$ cat src/rtl/seqdiv_pkg.sv
`timescale 1ns/1ps
package seqdiv_pkg;
  typedef enum logic [1:0] {ST_IDLE, ST_RUN, ST_FIN} st_e;

  // unsigned costs
  localparam int unsigned CU_BASE   = 2;
  localparam int unsigned CU_OVF    = 6;
  localparam int unsigned CU_FORCE  = 4;
  localparam int unsigned CU_SUB    = 6;
  localparam int unsigned CU_SKIP   = 8;
  localparam int unsigned CU_TAIL_F = 6;
  localparam int unsigned CU_TAIL_1 = 4;
  localparam int unsigned CU_TAIL_0 = 2;
  // signed costs
  localparam int unsigned CS_BASE   = 8;
  localparam int unsigned CS_NEG    = 2;
  localparam int unsigned CS_OVF    = 4;
  localparam int unsigned CS_SUB    = 6;
  localparam int unsigned CS_SKIP   = 8;
  localparam int unsigned CS_LAST   = 4;
  localparam int unsigned CS_FIX_DV = 16;
  localparam int unsigned CS_FIX_DD = 18;
  localparam int unsigned CS_FIX_PP = 14;
endpackage

$ cat src/rtl/seqdiv_prep.sv
`timescale 1ns/1ps
module seqdiv_prep import seqdiv_pkg::*; #(
  parameter int VW    = 16,
  parameter int CYC_W = 8,
  localparam int DW   = 2*VW
) (
  input  logic             sgn_i,
  input  logic [DW-1:0]    dvd_i,
  input  logic [VW-1:0]    dvs_i,
  output logic             zero_o,
  output logic             ovf_o,
  output logic [DW-1:0]    rem_o,
  output logic [DW-1:0]    dsh_o,
  output logic [CYC_W-1:0] cyc_o,
  output logic             dvd_neg_o,
  output logic             dvs_neg_o
);
  logic [DW-1:0] dsh_raw;

  always_comb begin
    dsh_raw   = {dvs_i, {VW{1'b0}}};
    dvs_neg_o = sgn_i & dsh_raw[DW-1];
    dvd_neg_o = sgn_i & dvd_i[DW-1];
    dsh_o     = dvs_neg_o ? (~dsh_raw + 1'b1) : dsh_raw;
    rem_o     = dvd_neg_o ? (~dvd_i + 1'b1) : dvd_i;
    zero_o    = (dvs_i == '0);
    if (sgn_i) begin
      ovf_o = (dsh_o <= rem_o);
      cyc_o = CYC_W'(CS_BASE)
            + (dvd_neg_o ? CYC_W'(CS_NEG) : '0)
            + (ovf_o ? CYC_W'(CS_OVF) : '0);
    end else begin
      ovf_o = (dsh_raw < dvd_i);
      cyc_o = ovf_o ? CYC_W'(CU_OVF) : CYC_W'(CU_BASE);
    end
  end
endmodule

$ cat src/rtl/seqdiv_step.sv
`timescale 1ns/1ps
module seqdiv_step import seqdiv_pkg::*; #(
  parameter int VW    = 16,
  parameter int CYC_W = 8,
  localparam int DW   = 2*VW
) (
  input  logic             sgn_i,
  input  logic             last_i,
  input  logic [DW-1:0]    rem_i,
  input  logic [DW-1:0]    dsh_i,
  input  logic [VW-1:0]    quo_i,
  input  logic             bit_i,
  output logic [DW-1:0]    rem_o,
  output logic [VW-1:0]    quo_o,
  output logic             bit_o,
  output logic             force_o,
  output logic [CYC_W-1:0] cost_o
);
  logic [DW-1:0] sh;
  logic          take;

  always_comb begin
    force_o = ~sgn_i & rem_i[DW-1];
    sh      = rem_i << 1;
    take    = force_o | (sh >= dsh_i);
    rem_o   = take ? (sh - dsh_i) : sh;
    quo_o   = (quo_i << 1) | VW'(bit_i);
    bit_o   = take;
    if (sgn_i)
      cost_o = last_i ? CYC_W'(CS_LAST) : (take ? CYC_W'(CS_SUB) : CYC_W'(CS_SKIP));
    else
      cost_o = take ? (force_o ? CYC_W'(CU_FORCE) : CYC_W'(CU_SUB)) : CYC_W'(CU_SKIP);
  end
endmodule

$ cat src/rtl/seqdiv_fix.sv
`timescale 1ns/1ps
module seqdiv_fix import seqdiv_pkg::*; #(
  parameter int VW    = 16,
  parameter int CYC_W = 8,
  localparam int DW   = 2*VW
) (
  input  logic             sgn_i,
  input  logic [DW-1:0]    rem_i,
  input  logic [VW-1:0]    quo_i,
  input  logic             bit_i,
  input  logic             force_i,
  input  logic             dvd_neg_i,
  input  logic             dvs_neg_i,
  output logic [DW-1:0]    res_o,
  output logic             ovf_o,
  output logic             n_o,
  output logic             z_o,
  output logic [CYC_W-1:0] cost_o
);
  logic [VW-1:0] qf, qn, q_sel;
  logic [DW-1:0] rn, r_sel;

  always_comb begin
    qf    = (quo_i << 1) | VW'(bit_i);
    qn    = ~qf + 1'b1;
    rn    = ~rem_i + 1'b1;
    q_sel = qf;
    r_sel = rem_i;
    ovf_o = 1'b0;
    if (!sgn_i) begin
      cost_o = force_i ? CYC_W'(CU_TAIL_F) : (bit_i ? CYC_W'(CU_TAIL_1) : CYC_W'(CU_TAIL_0));
    end else if (dvs_neg_i) begin
      cost_o = CYC_W'(CS_FIX_DV);
      if (dvd_neg_i) begin
        if (qf[VW-1]) ovf_o = 1'b1;
        else          r_sel = rn;
      end else begin
        q_sel = qn;
        if (qn != '0 && !qn[VW-1]) ovf_o = 1'b1;
      end
    end else if (dvd_neg_i) begin
      cost_o = CYC_W'(CS_FIX_DD);
      q_sel  = qn;
      if (qn != '0 && !qn[VW-1]) ovf_o = 1'b1;
      else                       r_sel = rn;
    end else begin
      cost_o = CYC_W'(CS_FIX_PP);
      if (qf[VW-1]) ovf_o = 1'b1;
    end
    res_o = r_sel | DW'(q_sel);
    n_o   = q_sel[VW-1];
    z_o   = (q_sel == '0);
  end
endmodule

$ cat src/rtl/seqdiv_top.sv
`timescale 1ns/1ps
module seqdiv_top import seqdiv_pkg::*; #(
  parameter int VW      = 16,
  parameter int CYC_W   = 8,
  parameter int RATIO_W = 4,
  localparam int DW     = 2*VW,
  localparam int OUT_W  = CYC_W + RATIO_W,
  localparam int CNT_W  = $clog2(VW)
) (
  input  logic               clk_i,
  input  logic               rst_ni,
  input  logic               start_i,
  input  logic               signed_i,
  input  logic [DW-1:0]      dividend_i,
  input  logic [VW-1:0]      divisor_i,
  input  logic [RATIO_W-1:0] clk_ratio_i,
  output logic               done_o,
  output logic               div_zero_o,
  output logic [DW-1:0]      result_o,
  output logic               n_o,
  output logic               z_o,
  output logic               v_o,
  output logic [OUT_W-1:0]   cycles_o
);
  localparam logic [CNT_W-1:0] LAST = CNT_W'(VW-1);

  st_e                st_q;
  logic [CNT_W-1:0]   cnt_q;
  logic               sgn_q, bit_q, force_q, dvd_neg_q, dvs_neg_q;
  logic [DW-1:0]      rem_q, dsh_q, dvd_q;
  logic [VW-1:0]      quo_q;
  logic [CYC_W-1:0]   cyc_q;
  logic [RATIO_W-1:0] ratio_q;

  // prep outputs
  logic             p_zero, p_ovf, p_dvd_neg, p_dvs_neg;
  logic [DW-1:0]    p_rem, p_dsh;
  logic [CYC_W-1:0] p_cyc;
  // step outputs
  logic [DW-1:0]    s_rem;
  logic [VW-1:0]    s_quo;
  logic             s_bit, s_force;
  logic [CYC_W-1:0] s_cost;
  // fix outputs
  logic [DW-1:0]    f_res;
  logic             f_ovf, f_n, f_z;
  logic [CYC_W-1:0] f_cost, f_tot;
  logic [OUT_W-1:0] fast_cyc, full_cyc;

  seqdiv_prep #(.VW(VW), .CYC_W(CYC_W)) u_prep (
    .sgn_i(signed_i), .dvd_i(dividend_i), .dvs_i(divisor_i),
    .zero_o(p_zero), .ovf_o(p_ovf), .rem_o(p_rem), .dsh_o(p_dsh),
    .cyc_o(p_cyc), .dvd_neg_o(p_dvd_neg), .dvs_neg_o(p_dvs_neg)
  );

  seqdiv_step #(.VW(VW), .CYC_W(CYC_W)) u_step (
    .sgn_i(sgn_q), .last_i(cnt_q == LAST), .rem_i(rem_q), .dsh_i(dsh_q),
    .quo_i(quo_q), .bit_i(bit_q), .rem_o(s_rem), .quo_o(s_quo),
    .bit_o(s_bit), .force_o(s_force), .cost_o(s_cost)
  );

  seqdiv_fix #(.VW(VW), .CYC_W(CYC_W)) u_fix (
    .sgn_i(sgn_q), .rem_i(rem_q), .quo_i(quo_q), .bit_i(bit_q),
    .force_i(force_q), .dvd_neg_i(dvd_neg_q), .dvs_neg_i(dvs_neg_q),
    .res_o(f_res), .ovf_o(f_ovf), .n_o(f_n), .z_o(f_z), .cost_o(f_cost)
  );

  always_comb begin
    f_tot    = cyc_q + f_cost;
    fast_cyc = OUT_W'(p_cyc) * OUT_W'(clk_ratio_i);
    full_cyc = OUT_W'(f_tot) * OUT_W'(ratio_q);
  end

  always_ff @(posedge clk_i or negedge rst_ni) begin
    if (!rst_ni) begin
      st_q       <= ST_IDLE;
      cnt_q      <= '0;
      sgn_q      <= 1'b0;
      bit_q      <= 1'b0;
      force_q    <= 1'b0;
      dvd_neg_q  <= 1'b0;
      dvs_neg_q  <= 1'b0;
      rem_q      <= '0;
      dsh_q      <= '0;
      dvd_q      <= '0;
      quo_q      <= '0;
      cyc_q      <= '0;
      ratio_q    <= '0;
      done_o     <= 1'b0;
      div_zero_o <= 1'b0;
      result_o   <= '0;
      n_o        <= 1'b0;
      z_o        <= 1'b0;
      v_o        <= 1'b0;
      cycles_o   <= '0;
    end else begin
      done_o <= 1'b0;
      unique case (st_q)
        ST_IDLE: if (start_i) begin
          sgn_q     <= signed_i;
          dvd_q     <= dividend_i;
          ratio_q   <= clk_ratio_i;
          dvd_neg_q <= p_dvd_neg;
          dvs_neg_q <= p_dvs_neg;
          if (p_zero) begin
            done_o     <= 1'b1;
            div_zero_o <= 1'b1;
            result_o   <= dividend_i;
            {n_o, z_o, v_o} <= 3'b000;
            cycles_o   <= '0;
          end else if (p_ovf) begin
            done_o     <= 1'b1;
            div_zero_o <= 1'b0;
            result_o   <= dividend_i;
            {n_o, z_o, v_o} <= 3'b101;
            cycles_o   <= fast_cyc;
          end else begin
            rem_q   <= p_rem;
            dsh_q   <= p_dsh;
            quo_q   <= '0;
            bit_q   <= 1'b0;
            force_q <= 1'b0;
            cyc_q   <= p_cyc;
            cnt_q   <= '0;
            st_q    <= ST_RUN;
          end
        end
        ST_RUN: begin
          rem_q   <= s_rem;
          quo_q   <= s_quo;
          bit_q   <= s_bit;
          force_q <= s_force;
          cyc_q   <= cyc_q + s_cost;
          cnt_q   <= cnt_q + CNT_W'(1);
          if (cnt_q == LAST) st_q <= ST_FIN;
        end
        ST_FIN: begin
          done_o     <= 1'b1;
          div_zero_o <= 1'b0;
          cycles_o   <= full_cyc;
          if (f_ovf) begin
            result_o <= dvd_q;
            {n_o, z_o, v_o} <= 3'b101;
          end else begin
            result_o <= f_res;
            n_o <= f_n;
            z_o <= f_z;
            v_o <= 1'b0;
          end
          st_q <= ST_IDLE;
        end
        default: st_q <= ST_IDLE;
      endcase
    end
  end

  // overflow always reports N set and Z clear
  a_r3_ovf_flags: assert property (@(posedge clk_i) disable iff (!rst_ni)
    v_o |-> (n_o && !z_o));

  a_r11_done_pulse: assert property (@(posedge clk_i) disable iff (!rst_ni)
    (done_o && !start_i) |=> !done_o);

  a_r11_run_len: assert property (@(posedge clk_i) disable iff (!rst_ni)
    (st_q == ST_RUN && cnt_q != LAST) |=> (st_q == ST_RUN));

  a_r10_zero_fast: assert property (@(posedge clk_i) disable iff (!rst_ni)
    (st_q == ST_IDLE && start_i && divisor_i == '0) |=> (done_o && div_zero_o && cycles_o == '0));

  a_r12_busy_ignore: assert property (@(posedge clk_i) disable iff (!rst_ni)
    (st_q == ST_RUN) |=> ($stable(sgn_q) && $stable(dvd_q) && $stable(ratio_q)));

  a_r13_hold: assert property (@(posedge clk_i) disable iff (!rst_ni)
    (st_q == ST_RUN) |=> ($stable(result_o) && $stable(cycles_o) && $stable(v_o)));
endmodule

$ cat config.mk
export PLATFORM = sky130hd
export DESIGN_NAME = seqdiv_top
export DESIGN_NICKNAME = d
export VERILOG_FILES = /design/src/rtl/seqdiv_pkg.sv /design/src/rtl/seqdiv_prep.sv /design/src/rtl/seqdiv_step.sv /design/src/rtl/seqdiv_fix.sv /design/src/rtl/seqdiv_top.sv
export SDC_FILE = /design/constraint.sdc
export NUM_CORES = 1
export LEC_CHECK = 0
export BUFFER_PORTS_ARGS = -buffer_cell sky130_fd_sc_hd__buf_2
export CORE_MARGIN = 2
export CORE_UTILIZATION = 36
export CTS_BUF_LIST = sky130_fd_sc_hd__clkbuf_16
export DETAILED_ROUTE_END_ITERATION = 8
export PLACE_DENSITY_LB_ADDON = 0.2
export RECOVER_POWER = 100
export SYNTH_ARGS = -nofsm -noshare
export SYNTH_HDL_FRONTEND = slang
export SYNTH_SLANG_ARGS = --single-unit
$ cat constraint.sdc
create_clock -name clk_i -period 12.98 [get_ports clk_i]
set_input_delay 1.298 -clock clk_i [delete_from_list [all_inputs] [get_ports clk_i]]
set_output_delay 1.298 -clock clk_i [all_outputs]
set_load 0.01 [all_outputs]
==> results.tsv, run 1 <==
stage	metric	value	unit
worst_setup_path	critPathRequiredTime	12.95	ns
detailed_routing	routedWlPerCell	21.2	µm
timing	post-route-min-period	8.58	ns
worst_hold_path	hp-class	flop to flop	
logic_synthesis	ys_types	79	
clock_tree	cts_max_level	4	
timing	fin_worst_skew	0.00996	ns
timing	fmax	0.117	GHz
cells_and_area	regArea	0.00415	mm²
power	worst_ir_drop_vdd	0.000372	V
timing	rsz0062_at_grt	no	
worst_setup_path	rrSetupSlack	7.94	ns
logic_synthesis	async_flop_share	100	%
logic_synthesis	synth_edf_count	0	
clock_tree	cts_resized	0	
worst_setup_path	slowest_delay	2.76	ns
clock_tree	cts-root-buf	clkbuf_16	
detailed_routing	via_per_inst	5.80	
cells_and_area	final_cell_mix	220 x nand2_1, 166 x dfrtp_1, 124 x o21ai_0	
cells_and_area	fin_area	0.0143	mm²
worst_setup_path	worstSetupEndpointType	async pin	
floorplan	die_area	0.0377	mm²
logic_synthesis	synth_warnings	0	
detailed_routing	drt_iter0_markers	1012	
logic_synthesis	synth_seq_area_share	31.9	%
cells_and_area	syn2layout_area_growth	10.0	%
worst_setup_path	slowest_stage	clkbuf_1	
cells_and_area	final_cells	2054	
worst_setup_path	startpoint_type	input pin	
worst_setup_path	arrival	8.55	ns
global_route	grt_pass1_vias	11600	
cells_and_area	final_common_cell	nand2_1	
run	cap_violations	8	
place	dp_hpwl	31700	µm
detailed_routing	dr.pass1.iters	5	
clock_tree	insertion_delay	0.44	ns
place	place_inst	2023	
worst_setup_path	cp_max_fo	64	
worst_setup_path	path_delay_family	buffers and inverters	
cells_and_area	antennaDiodeCount	0	
timing	tightest_slew	3.69	ns
floorplan	placementRows	69	
logic_synthesis	synth.net_count	1699	
worst_setup_path	crit_path_frequent_cell	clkbuf_1	
power	p_per_area	274	mW/mm²
worst_setup_path	crit_buf_inv	3	
place	port_buffers	104	
detailed_routing	vias	11900	
run_status	status	complete, but fails checks	
global_route	grt_usage	23.2	%
clock_tree	ctsHoldBuffers	0	
logic_synthesis	synth_cells	1541	
global_route	grt_antenna_before_repair	1	
logic_synthesis	synthesis.area	0.0130	mm²
timing	holdWs	0.469	ns
place	place_area	0.0139	mm²
detailed_routing	wl	43500	µm
logic_synthesis	ys_ff_latch	166	
clock_tree	clockBufferDepth	2	
global_route	overflow	0	
timing	finalHoldViolations	0	
cells_and_area	multi_input_area	0.00817	mm²
clock_tree	post-cts-setup-buffers	0	
detailed_routing	drc	0	
clock_tree	cts.clk_slew.worst_paths	0.07	ns
logic_synthesis	syn_area_per_cell	8.45	µm²
run_status	violations	capacitance limit, slew limit	
worst_setup_path	setup.worst_path.class	input pin to async pin	
global_route	grt_pass1_wl	68900	µm
worst_setup_path	path_cells	clkbuf_1 > clkbuf_1 > clkbuf_1	
cells_and_area	drive_above_1_share	7.60	%
timing	finalCritPeriodShare	66.1	%
clock_tree	cts_sinks	166	
clock_tree	cts_buffers	17	
global_route	grt_max_degree	65	
logic_synthesis	synthFlopType	dfrtp_1	
place	gp_congestion	0.870	
floorplan	core	0.0356	mm²
power	leakage	0.00651	µW
floorplan	start_util	36.6	%
cells_and_area	nets	1739	
clock_tree	cts_tree	yes	
floorplan	die_x	194	µm
floorplan	die_h	194	µm
timing	setup_viol	0	
floorplan	ios	105	
timing	drv_slew	363	
timing	fin_tns_setup	0	ns
timing	max_slew_margin	-146	%
detailed_routing	ant_nets	0	
cells_and_area	n_fill_cell	3735	
[layout make-up]
cell class / instances / area share, %
flip-flops and latches: 166 / 29.0
clock buffers: 17 / 2.97
multi-input cells: 1199 / 57.0
repair buffers: 118 / 3.76
inverters: 79 / 2.07
well taps: 461 / 4.03
clock inverters: 14 / 1.14
[routing by layer]
metal	GRT usage (%)	part of all wire [%]	routed length (µm)	vias up
li1	-	-	-	5623
met1	32.3	46	19800	5812
met2	37.3	46	20000	422
met3	4.23	6.5	2820	58
met4	5.75	1.9	809	2
met5	0	0.030	13	-
[through the flow]
stage          power [µW]  utilization (%)  worst slack [ns]
2_1_floorplan        2710                -              6.42
4_1_cts              3960             40.7              5.73
3_5_place_dp         3400             39.0              5.28
3_3_place_gp         3380             39.0              5.51
5_1_grt              4300             40.3              2.79
6_report             3930             40.3              4.40
[power breakdown]
group	switching (µW)	total (µW)	internal, µW
registers	268	1030	763
logic	1390	2360	971
clock network	236	536	301
total	1900	3930	2030
[final timing paths]
check                                      from                  endpoint  depth (start not counted)
min                        dvd_q[6]$_DFFE_PN0P_      dvd_q[6]$_DFFE_PN0P_                          2
max reg2reg                   bit_q$_DFFE_PN0P_  cycles_o[11]$_DFFE_PN0P_                         20
min in group asynchronous                rst_ni    ratio_q[3]$_DFFE_PN0P_                          1
min reg2reg                dvd_q[6]$_DFFE_PN0P_      dvd_q[6]$_DFFE_PN0P_                          2
max                                      rst_ni     rem_q[14]$_DFFE_PN0P_                          3
max in group clk_i                dividend_i[0]     rem_q[30]$_DFFE_PN0P_                         18
[cells in the mapped netlist, drive strengths merged, types with 4 or more instances]
| cell | instances | area share (%) |
|---|---|---|
| and2 | 24 | 1.2 |
| fa | 15 | 2.3 |
| a21o | 15 | 0.86 |
| buf | 22 | 0.96 |
| mux2 | 12 | 1.0 |
| nand2b | 22 | 1.1 |
| o31ai | 23 | 1.3 |
| mux2i | 50 | 3.8 |
| nand3 | 22 | 0.85 |
| o2bb2ai | 4 | 0.27 |
| nand2 | 220 | 6.3 |
| clkbuf | 75 | 2.2 |
| ha | 87 | 8.4 |
| o2111ai | 6 | 0.40 |
| o21ai | 124 | 4.8 |
| o22ai | 18 | 0.86 |
| o21bai | 6 | 0.35 |
| nor3 | 35 | 1.5 |
| xnor2 | 64 | 4.3 |
| o211ai | 13 | 0.75 |
| nor4 | 19 | 0.91 |
| or2 | 8 | 0.38 |
| a41o | 8 | 0.62 |
| a22oi | 12 | 0.69 |
| nor2b | 16 | 0.77 |
| or3 | 27 | 1.3 |
| a31oi | 8 | 0.43 |
| a21oi | 67 | 2.6 |
| or4 | 15 | 0.86 |
| o41ai | 4 | 0.27 |
| dfrtp | 166 | 32 |
| nor4b | 4 | 0.27 |
| a221o | 7 | 0.54 |
| nand4 | 19 | 0.96 |
| inv | 79 | 2.3 |
| a211oi | 20 | 1.2 |
| xor2 | 27 | 1.8 |
| a22o | 20 | 1.3 |
| and3 | 11 | 0.53 |
| a31o | 4 | 0.27 |
| nor3b | 4 | 0.23 |
| nand3b | 9 | 0.52 |
| nor2 | 81 | 2.4 |
| a41oi | 6 | 0.40 |
[flip-flops by register name (all words and copies together) (netlist names), 7 cells and up]
| signal | cells |
|---|---|
| dvd_q | 32 |
| cycles_o | 12 |
| cyc_q | 7 |
| result_o | 32 |
| quo_q | 15 |
| dsh_q | 16 |
| rem_q | 32 |
[tightest hold or removal path, delay by kind of cell (launching register included)]
family	cells	cell delay, ns
flops	1	0.34
simple gates	2	0.10
[logic make-up after synthesis]
kind of cell	after synthesis	share of synthesized area, %
and+or+nand+nor	545	20.6
AOI/OAI and AO/OA	397	20.4
buffers and inverters	176	5.40
DFF	166	31.9
adders and majority gates	102	10.7
xor gates and xnor gates	91	6.12
muxes	62	4.88
other	2	0.0577
Note: power is estimated with default switching activity, not from simulation.
==> run 2: changes to the inputs <==
--- a/config.mk
+++ b/config.mk
@@ -5,6 +5,7 @@
 export SDC_FILE = /design/constraint.sdc
 export NUM_CORES = 1
 export LEC_CHECK = 0
+export ABC_AREA = 1
 export BUFFER_PORTS_ARGS = -buffer_cell sky130_fd_sc_hd__buf_2
 export CORE_MARGIN = 2
 export CORE_UTILIZATION = 36
==> constraint.sdc (replaced) <==
create_clock -name clk_i -period 7.65 [get_ports clk_i]
set_input_delay 0.765 -clock clk_i [delete_from_list [all_inputs] [get_ports clk_i]]
set_output_delay 0.765 -clock clk_i [all_outputs]
set_load 0.01 [all_outputs]
==> run 2 against run 1 <==
- the run still ends with capacitance limit, slew limit left
- worst hold slack improved by 0.015 ns
- global-route usage rose by 2.3 points
- die area rose by 13%
- clock skew rose by 0.0024 ns
- register-to-register slack got worse by 6.9 ns
==> results.tsv, run 2 <==
stage	metric	value	unit	change
run_status	status	complete, but fails checks		
run_status	violations	capacitance limit, slew limit		
logic_synthesis	ys_types	45		-43%
detailed_routing	dr.pass1.iters	9		+4
clock_tree	clockBufferDepth	2		unchanged
timing	post-route-min-period	6.63	ns	
clock_tree	insertion_delay	0.47	ns	+0.03 ns
logic_synthesis	synth.area.mux_share	0	%	-4.9 points
place	place_area	0.0157	mm²	+13%
global_route	overflow	0		unchanged
logic_synthesis	ys_ff_latch	166		unchanged
logic_synthesis	synth_top_cell_by_area	dfrtp_1		
worst_hold_path	min-delay-start	dvd_q[13]$_DFFE_PN0P_		
place	dp_hpwl	39900	µm	+26%
logic_synthesis	synth_most_common_cell	nand2_1		
logic_synthesis	ys_top_cells_by_count	642 x nand2_1, 300 x inv_1, 219 x o21ai_0		
worst_setup_path	cp_max_fo	75		+17%
power	p_total	7230	µW	+84%
worst_setup_path	rrSetupSlack	1.02	ns	-6.92 ns
timing	fin_tns_setup	0	ns	unchanged
logic_synthesis	synth_cells	2284		+48%
worst_setup_path	worstSetupEndpointType	flop		
cells_and_area	drive_above_1_share	5.82	%	-1.8 points
timing	max_slew_margin	-207	%	-61 points
clock_tree	post-cts-setup-buffers	0		unchanged
worst_setup_path	slowest_delay	2.13	ns	-0.63 ns
timing	finalHoldViolations	0		unchanged
detailed_routing	drt_iter0_markers	1320		+30%
power	worst_ir_drop_vdd	0.000185	V	-50%
worst_setup_path	crit_buf_inv	5		+2
global_route	grt_max_degree	80		+23%
cells_and_area	top_regs	dvd_q: 32 flops, rem_q: 32 flops, result_o: 32 flops		
logic_synthesis	async_flop_share	100	%	unchanged
worst_hold_path	whs_path_depth	2		unchanged
logic_synthesis	synth_edf_count	0		unchanged
logic_synthesis	synth_seq_area_share	28.2	%	-3.7 points
logic_synthesis	syn_area_per_cell	6.45	µm²	-24%
floorplan	die_h	206	µm	+6.3%
clock_tree	cts_tree	yes		
detailed_routing	routedWlPerCell	18.6	µm	-12%
timing	rsz0062_at_grt	no		
global_route	grt_usage	25.6	%	+2.3 points
cells_and_area	final_cell_mix	641 x nand2_1, 300 x inv_1, 227 x o21ai_0		
worst_setup_path	startpoint_type	flop		
global_route	grt_antenna_before_repair	0		-1
detailed_routing	wl	53200	µm	+23%
logic_synthesis	synth_xor_area_share	4.93	%	-1.2 points
clock_tree	cts_buffers	17		unchanged
logic_synthesis	synth_top_family_by_area	simple AND/OR/NAND/NOR gates		
detailed_routing	vias	15300		+28%
logic_synthesis	synth_fa_ha_area_share	9.42	%	-1.2 points
global_route	grt_pass1_vias	14500		+25%
cells_and_area	antennaDiodeCount	0		unchanged
worst_setup_path	setup.worst_path.class	flop to flop		
floorplan	die_x	206	µm	+6.3%
clock_tree	cts_sinks	166		unchanged
floorplan	core	0.0406	mm²	+14%
cells_and_area	fin_area	0.0161	mm²	+13%
worst_setup_path	arrival	7.01	ns	-1.54 ns
logic_synthesis	synth_warnings	0		unchanged
logic_synthesis	synth.net_count	2442		+44%
floorplan	ios	105		unchanged
floorplan	placementRows	74		+7.2%
timing	tightest_slew	4.61	ns	+0.922 ns
worst_setup_path	slowest_stage	clkbuf_1		
clock_tree	ctsHoldBuffers	0		unchanged
cells_and_area	syn2layout_area_growth	9.38	%	
worst_setup_path	reg2regPathDepth	9		-55%
logic_synthesis	synthesis.area	0.0147	mm²	+13%
detailed_routing	via_per_inst	5.32		-8.3%
timing	fmax	0.151	GHz	
logic_synthesis	yosysTopAreaCellShare	28.2	%	-3.7 points
clock_tree	cts-root-buf	clkbuf_16		
logic_synthesis	ys_top_cells_by_area	dfrtp_1 28%, nand2_1 16%, inv_1 7.6%		
detailed_routing	drc	0		unchanged
run	cap_violations	5		-3
clock_tree	cts_resized	0		unchanged
worst_hold_path	min_to	dvd_q[13]$_DFFE_PN0P_		
worst_setup_path	crit_path_frequent_cell	clkbuf_1		
floorplan	start_util	36.3	%	-0.35 points
worst_setup_path	reg2reg_to	rem_q[20]$_DFFE_PN0P_		
place	gp_congestion	0.938		+7.8%
floorplan	die_area	0.0426	mm²	+13%
clock_tree	cts.clk_slew.worst_paths	0.07	ns	about the same
worst_setup_path	rr_startpoint	st_q[0]$_DFFE_PN0P_		
worst_hold_path	hp-class	flop to flop		
worst_setup_path	critPathRequiredTime	8.03	ns	-4.92 ns
logic_synthesis	synth-simple-area-share	32.7	%	+12 points
clock_tree	cts_max_level	4		unchanged
power	p_per_area	448	mW/mm²	+63%
timing	setup_viol	0		unchanged
detailed_routing	ant_nets	0		unchanged
worst_setup_path	path_delay_family	buffers and inverters		
logic_synthesis	synthFlopType	dfrtp_1		
cells_and_area	final_common_cell	nand2_1		
worst_setup_path	path_cells	inv_1 > nor2_4 > clkbuf_1 > clkinv_1 > clkbuf_1 > nand2_2 > buf_4 > nand2_1 > o21ai_0		
logic_synthesis	synth_compound_area_share	13.9	%	-6.4 points
cells_and_area	nets	2484		+43%
timing	finalCritPeriodShare	86.7	%	
place	port_buffers	104		unchanged
power	leakage	0.00831	µW	+28%
timing	drv_slew	296		-18%
global_route	grt_pass1_wl	83200	µm	+21%
timing	fin_worst_skew	0.0124	ns	+0.00240 ns
cells_and_area	final_util	39.7	%	-0.61 points
run 2: cell count changes after synthesis, moves of 45 or more:
| cell | before | now |
|---|---|---|
| xnor2_1 | 64 | 10 |
| xor2_1 | 27 | 73 |
| nor2_1 | 80 | 163 |
| nand2_1 | 220 | 642 |
| a21oi_1 | 67 | 112 |
| nand3_1 | 22 | 214 |
| inv_1 | 79 | 300 |
| o21ai_0 | 124 | 219 |
| mux2i_1 | 50 | 0 |
run 2: routing by layer:
layer,vias to the layer above,track usage [%],share of wire [%]
li1,7430,-,-
met1,7273,35.4,46
met4,0,8.67,2.9
met2,485,41.1,46
met5,-,0,0
met3,78,3.11,5.4
run 2: stage by stage:
step,hold WS [ns],std cells,setup WS [ns]
final,0.485,2869,1.02
after detailed placement,0.472,2839,1.32
after floorplan,0.446,2284,2.60
after global placement,0.460,2839,1.46
after CTS,0.375,2869,1.79
after global routing,0.499,2869,0.631
run 2: how the worst max path moves through the flow:
stage / from / end / slack, ns / depth (start not counted)
after global placement: dividend_i[0] / cycles_o[7]$_DFFE_PN0P_ / 1.46 / 31
after CTS: dividend_i[0] / cycles_o[7]$_DFFE_PN0P_ / 1.79 / 31
after global routing: st_q[0]$_DFFE_PN0P_ / rem_q[20]$_DFFE_PN0P_ / 0.63 / 9
after floorplan: dividend_i[0] / cycles_o[7]$_DFFE_PN0P_ / 2.60 / 30
after detailed placement: dividend_i[0] / cycles_o[7]$_DFFE_PN0P_ / 1.32 / 31
final: st_q[0]$_DFFE_PN0P_ / rem_q[20]$_DFFE_PN0P_ / 1.02 / 9
run 2: cell families (layout without fill, tap and decap cells):
family	Yosys count	after routing
buffers and inverters	410	463
other	2	2
and+or+nand+nor	1131	1131
AOI/OAI and AO/OA	390	390
adders and majority gates	102	102
xor gates and xnor gates	83	83
DFF	166	166
run 2: layout make-up:
| type | instances | area [µm²] |
|---|---|---|
| well taps | 532 | 666 |
| flip-flops and latches | 166 | 4150 |
| repair buffers | 123 | 579 |
| clock inverters | 13 | 133 |
| fillers | 4415 | 24500 |
| multi-input cells | 1708 | 9000 |
| inverters | 310 | 1160 |
| clock buffers | 17 | 425 |
run 2: tightest hold or removal path, delay by kind of cell, from the launching register on:
family	cells	cell delay (ns)
AOI/OAI and AO/OA	1	0.06
DFF	1	0.34
and+or+nand+nor	1	0.05
run 2: where the power goes:
part           switching (µW)  internal, µW  total, µW  leakage, µW
Sequential                367          1280       1650      0.00206
Combinational            3150          1550       4690      0.00598
Clock                     407           475        882     0.000274
Total                    3920          3310       7230      0.00831
==> run 3: changes to the inputs <==
--- a/config.mk
+++ b/config.mk
@@ -8,7 +8,7 @@
 export ABC_AREA = 1
 export BUFFER_PORTS_ARGS = -buffer_cell sky130_fd_sc_hd__buf_2
 export CORE_MARGIN = 2
-export CORE_UTILIZATION = 36
+export CORE_UTILIZATION = 35
 export CTS_BUF_LIST = sky130_fd_sc_hd__clkbuf_16
 export DETAILED_ROUTE_END_ITERATION = 8
 export PLACE_DENSITY_LB_ADDON = 0.2
==> run 3 against run 2 <==
- the run still ends with capacitance limit, slew limit left
- design area is 0.42% higher
- final cell count is 0.38% higher
- non-clock buffer count is 2 higher
- clock-buffer cell count stayed put
- maximum frequency is 2.2% higher
- routed wire length is 0.22% higher
- first-iteration DRC count is 12% higher
- clock skew is 0.0032 ns higher
- setup slack better by 0.15 ns
- largest power group unchanged
- highest routed layer unchanged
==> results.tsv, run 3 (synthesized netlist as in run 2, its figures left out) <==
stage	metric	value	unit	change
detailed_routing	routedWlPerCell	18.5	µm	-0.16%
clock_tree	cts_max_level	4		unchanged
detailed_routing	dr.pass1.iters	5		-4
detailed_routing	via_per_inst	5.26		-1.2%
cells_and_area	syn2layout_area_growth	9.84	%	
floorplan	ios	105		unchanged
power	p_total	7240	µW	+0.17%
floorplan	die_area	0.0438	mm²	+2.8%
global_route	grt_usage	24.8	%	-0.78 points
timing	post-route-min-period	6.49	ns	-0.145 ns
floorplan	die_x	209	µm	+1.4%
cells_and_area	final_util	38.8	%	-0.89 points
detailed_routing	wl	53400	µm	+0.22%
worst_setup_path	worstSetupEndpointType	flop		
floorplan	placementRows	75		+1.4%
worst_setup_path	reg2reg_to	cycles_o[11]$_DFFE_PN0P_		
cells_and_area	final_common_cell	nand2_1		
detailed_routing	vias	15100		-0.82%
timing	max_slew_margin	-152	%	+56 points
floorplan	die_h	209	µm	+1.4%
timing	setup_viol	0		unchanged
global_route	grt_max_degree	80		unchanged
timing	finalCritPeriodShare	84.8	%	-1.9 points
power	leakage	0.00834	µW	+0.30%
clock_tree	cts_resized	0		unchanged
worst_setup_path	crit_path_start	dividend_i[1]		
worst_setup_path	cp_max_fo	55		-27%
worst_setup_path	path_delay_family	simple AND/OR/NAND/NOR gates		
cells_and_area	drive_above_1_share	5.94	%	+0.12 points
cells_and_area	nets	2486		+0.081%
run	cap_violations	5		unchanged
cells_and_area	multi_input_area	0.00900	mm²	about the same
floorplan	core	0.0418	mm²	+2.7%
run_status	status	complete, but fails checks		
clock_tree	insertion_delay	0.48	ns	about the same
clock_tree	ctsHoldBuffers	0		unchanged
cells_and_area	top_regs	dvd_q: 32 flops, rem_q: 32 flops, result_o: 32 flops		
worst_setup_path	cp.depth	27		+18
cells_and_area	n_fill_cell	4547		+3.0%
worst_setup_path	cp-endpoint	rem_q[7]$_DFFE_PN0P_		
detailed_routing	drc	0		unchanged
timing	drv_slew	295		-0.34%
global_route	grt_antenna_before_repair	0		unchanged
worst_setup_path	rrSetupSlack	2.24	ns	+1.22 ns
global_route	grt_pass1_wl	83600	µm	+0.40%
worst_setup_path	reg2regPathDepth	26		+17
clock_tree	post-cts-setup-buffers	0		unchanged
power	p_per_area	447	mW/mm²	-0.25%
worst_setup_path	slowest_stage	clkbuf_1		
worst_setup_path	arrival	6.82	ns	-0.19 ns
cells_and_area	final_cell_mix	642 x nand2_1, 299 x inv_1, 225 x o21ai_0		
worst_setup_path	setup.worst_path.class	input pin to flop		
timing	fin_tns_setup	0	ns	unchanged
place	gp_congestion	0.975		+3.9%
place	dp_hpwl	40200	µm	+0.68%
timing	tightest_slew	3.78	ns	-0.834 ns
worst_setup_path	slowest_delay	0.97	ns	-1.16 ns
clock_tree	cts.clk_slew.worst_paths	0.07	ns	about the same
cells_and_area	regArea	0.00415	mm²	unchanged
timing	rsz0062_at_grt	no		
floorplan	start_util	35.3	%	-0.97 points
place	port_buffers	104		unchanged
timing	fin_worst_skew	0.0155	ns	+0.00316 ns
power	worst_ir_drop_vdd	0.000212	V	+14%
detailed_routing	ant_nets	0		unchanged
worst_setup_path	crit_buf_inv	6		+1
global_route	grt_pass1_vias	14500		+0.13%
timing	fmax	0.154	GHz	+2.2%
worst_hold_path	hp-class	flop to flop		
timing	holdWs	0.485	ns	+0.000746 ns
clock_tree	clockBufferDepth	2		unchanged
clock_tree	cts_tree	yes		
clock_tree	cts-root-buf	clkbuf_16		
clock_tree	cts_sinks	166		unchanged
worst_setup_path	startpoint_type	input pin		
clock_tree	cts_buffers	17		unchanged
detailed_routing	drt_iter0_markers	1477		+12%
timing	finalHoldViolations	0		unchanged
run_status	violations	capacitance limit, slew limit		
cells_and_area	antennaDiodeCount	0		unchanged
worst_setup_path	critPathRequiredTime	7.99	ns	-0.04 ns
global_route	overflow	0		unchanged
worst_setup_path	rr_startpoint	sgn_q$_DFFE_PN0P_		
==> run 3: tightest hold or removal path, stage by stage, from the launching register on <==
cell	delay, ns
dfrtp_1	0.34
nand2_1	0.05
o21ai_0	0.06
==> run 3: worst min path at each step <==
stage                               start                     to  slack [ns]  cells past startpoint
floorplan           dvd_q[11]$_DFFE_PN0P_  dvd_q[11]$_DFFE_PN0P_        0.45                      2
global placement     dvd_q[6]$_DFFE_PN0P_   dvd_q[6]$_DFFE_PN0P_        0.46                      2
detailed placement  dvd_q[12]$_DFFE_PN0P_  dvd_q[12]$_DFFE_PN0P_        0.47                      2
CTS                                rst_ni   rem_q[8]$_DFFE_PN0P_        0.31                      1
global route        dvd_q[20]$_DFFE_PN0P_  dvd_q[20]$_DFFE_PN0P_        0.51                      2
finish              dsh_q[20]$_DFFE_PN0P_  dsh_q[20]$_DFFE_PN0P_        0.49                      2
==> run 3: layer usage <==
layer / wire length (µm) / GRT usage [%]
met5: 0 / 0
met4: 1680 / 9.29
met3: 2830 / 3.82
met2: 24300 / 39.9
met1: 24500 / 33.5
==> run 3: metrics by stage <==
stage / setup WS, ns / cell area [µm²] / instances
finish: 1.16 / 16200 / 2880
CTS: 1.77 / 16300 / 2880
global route: 0.681 / 16200 / 2880
detailed placement: 1.29 / 15700 / 2848
global placement: 1.45 / 15700 / 2848
floorplan: 2.60 / 14700 / 2284
==> run 3: power by group <==
group | internal (µW) | switching [µW]
Clock | 489 | 432
Combinational | 1550 | 3120
Sequential | 1280 | 364
Total | 3320 | 3920
==> run 3: final cells by class <==
cell class / instances / share of cell area [%]
multi-input cells: 1708 / 55.6
flip-flops and latches: 166 / 25.7
inverters: 310 / 7.19
well taps: 539 / 4.17
repair buffers: 125 / 3.76
clock buffers: 17 / 2.63
clock inverters: 15 / 1.02
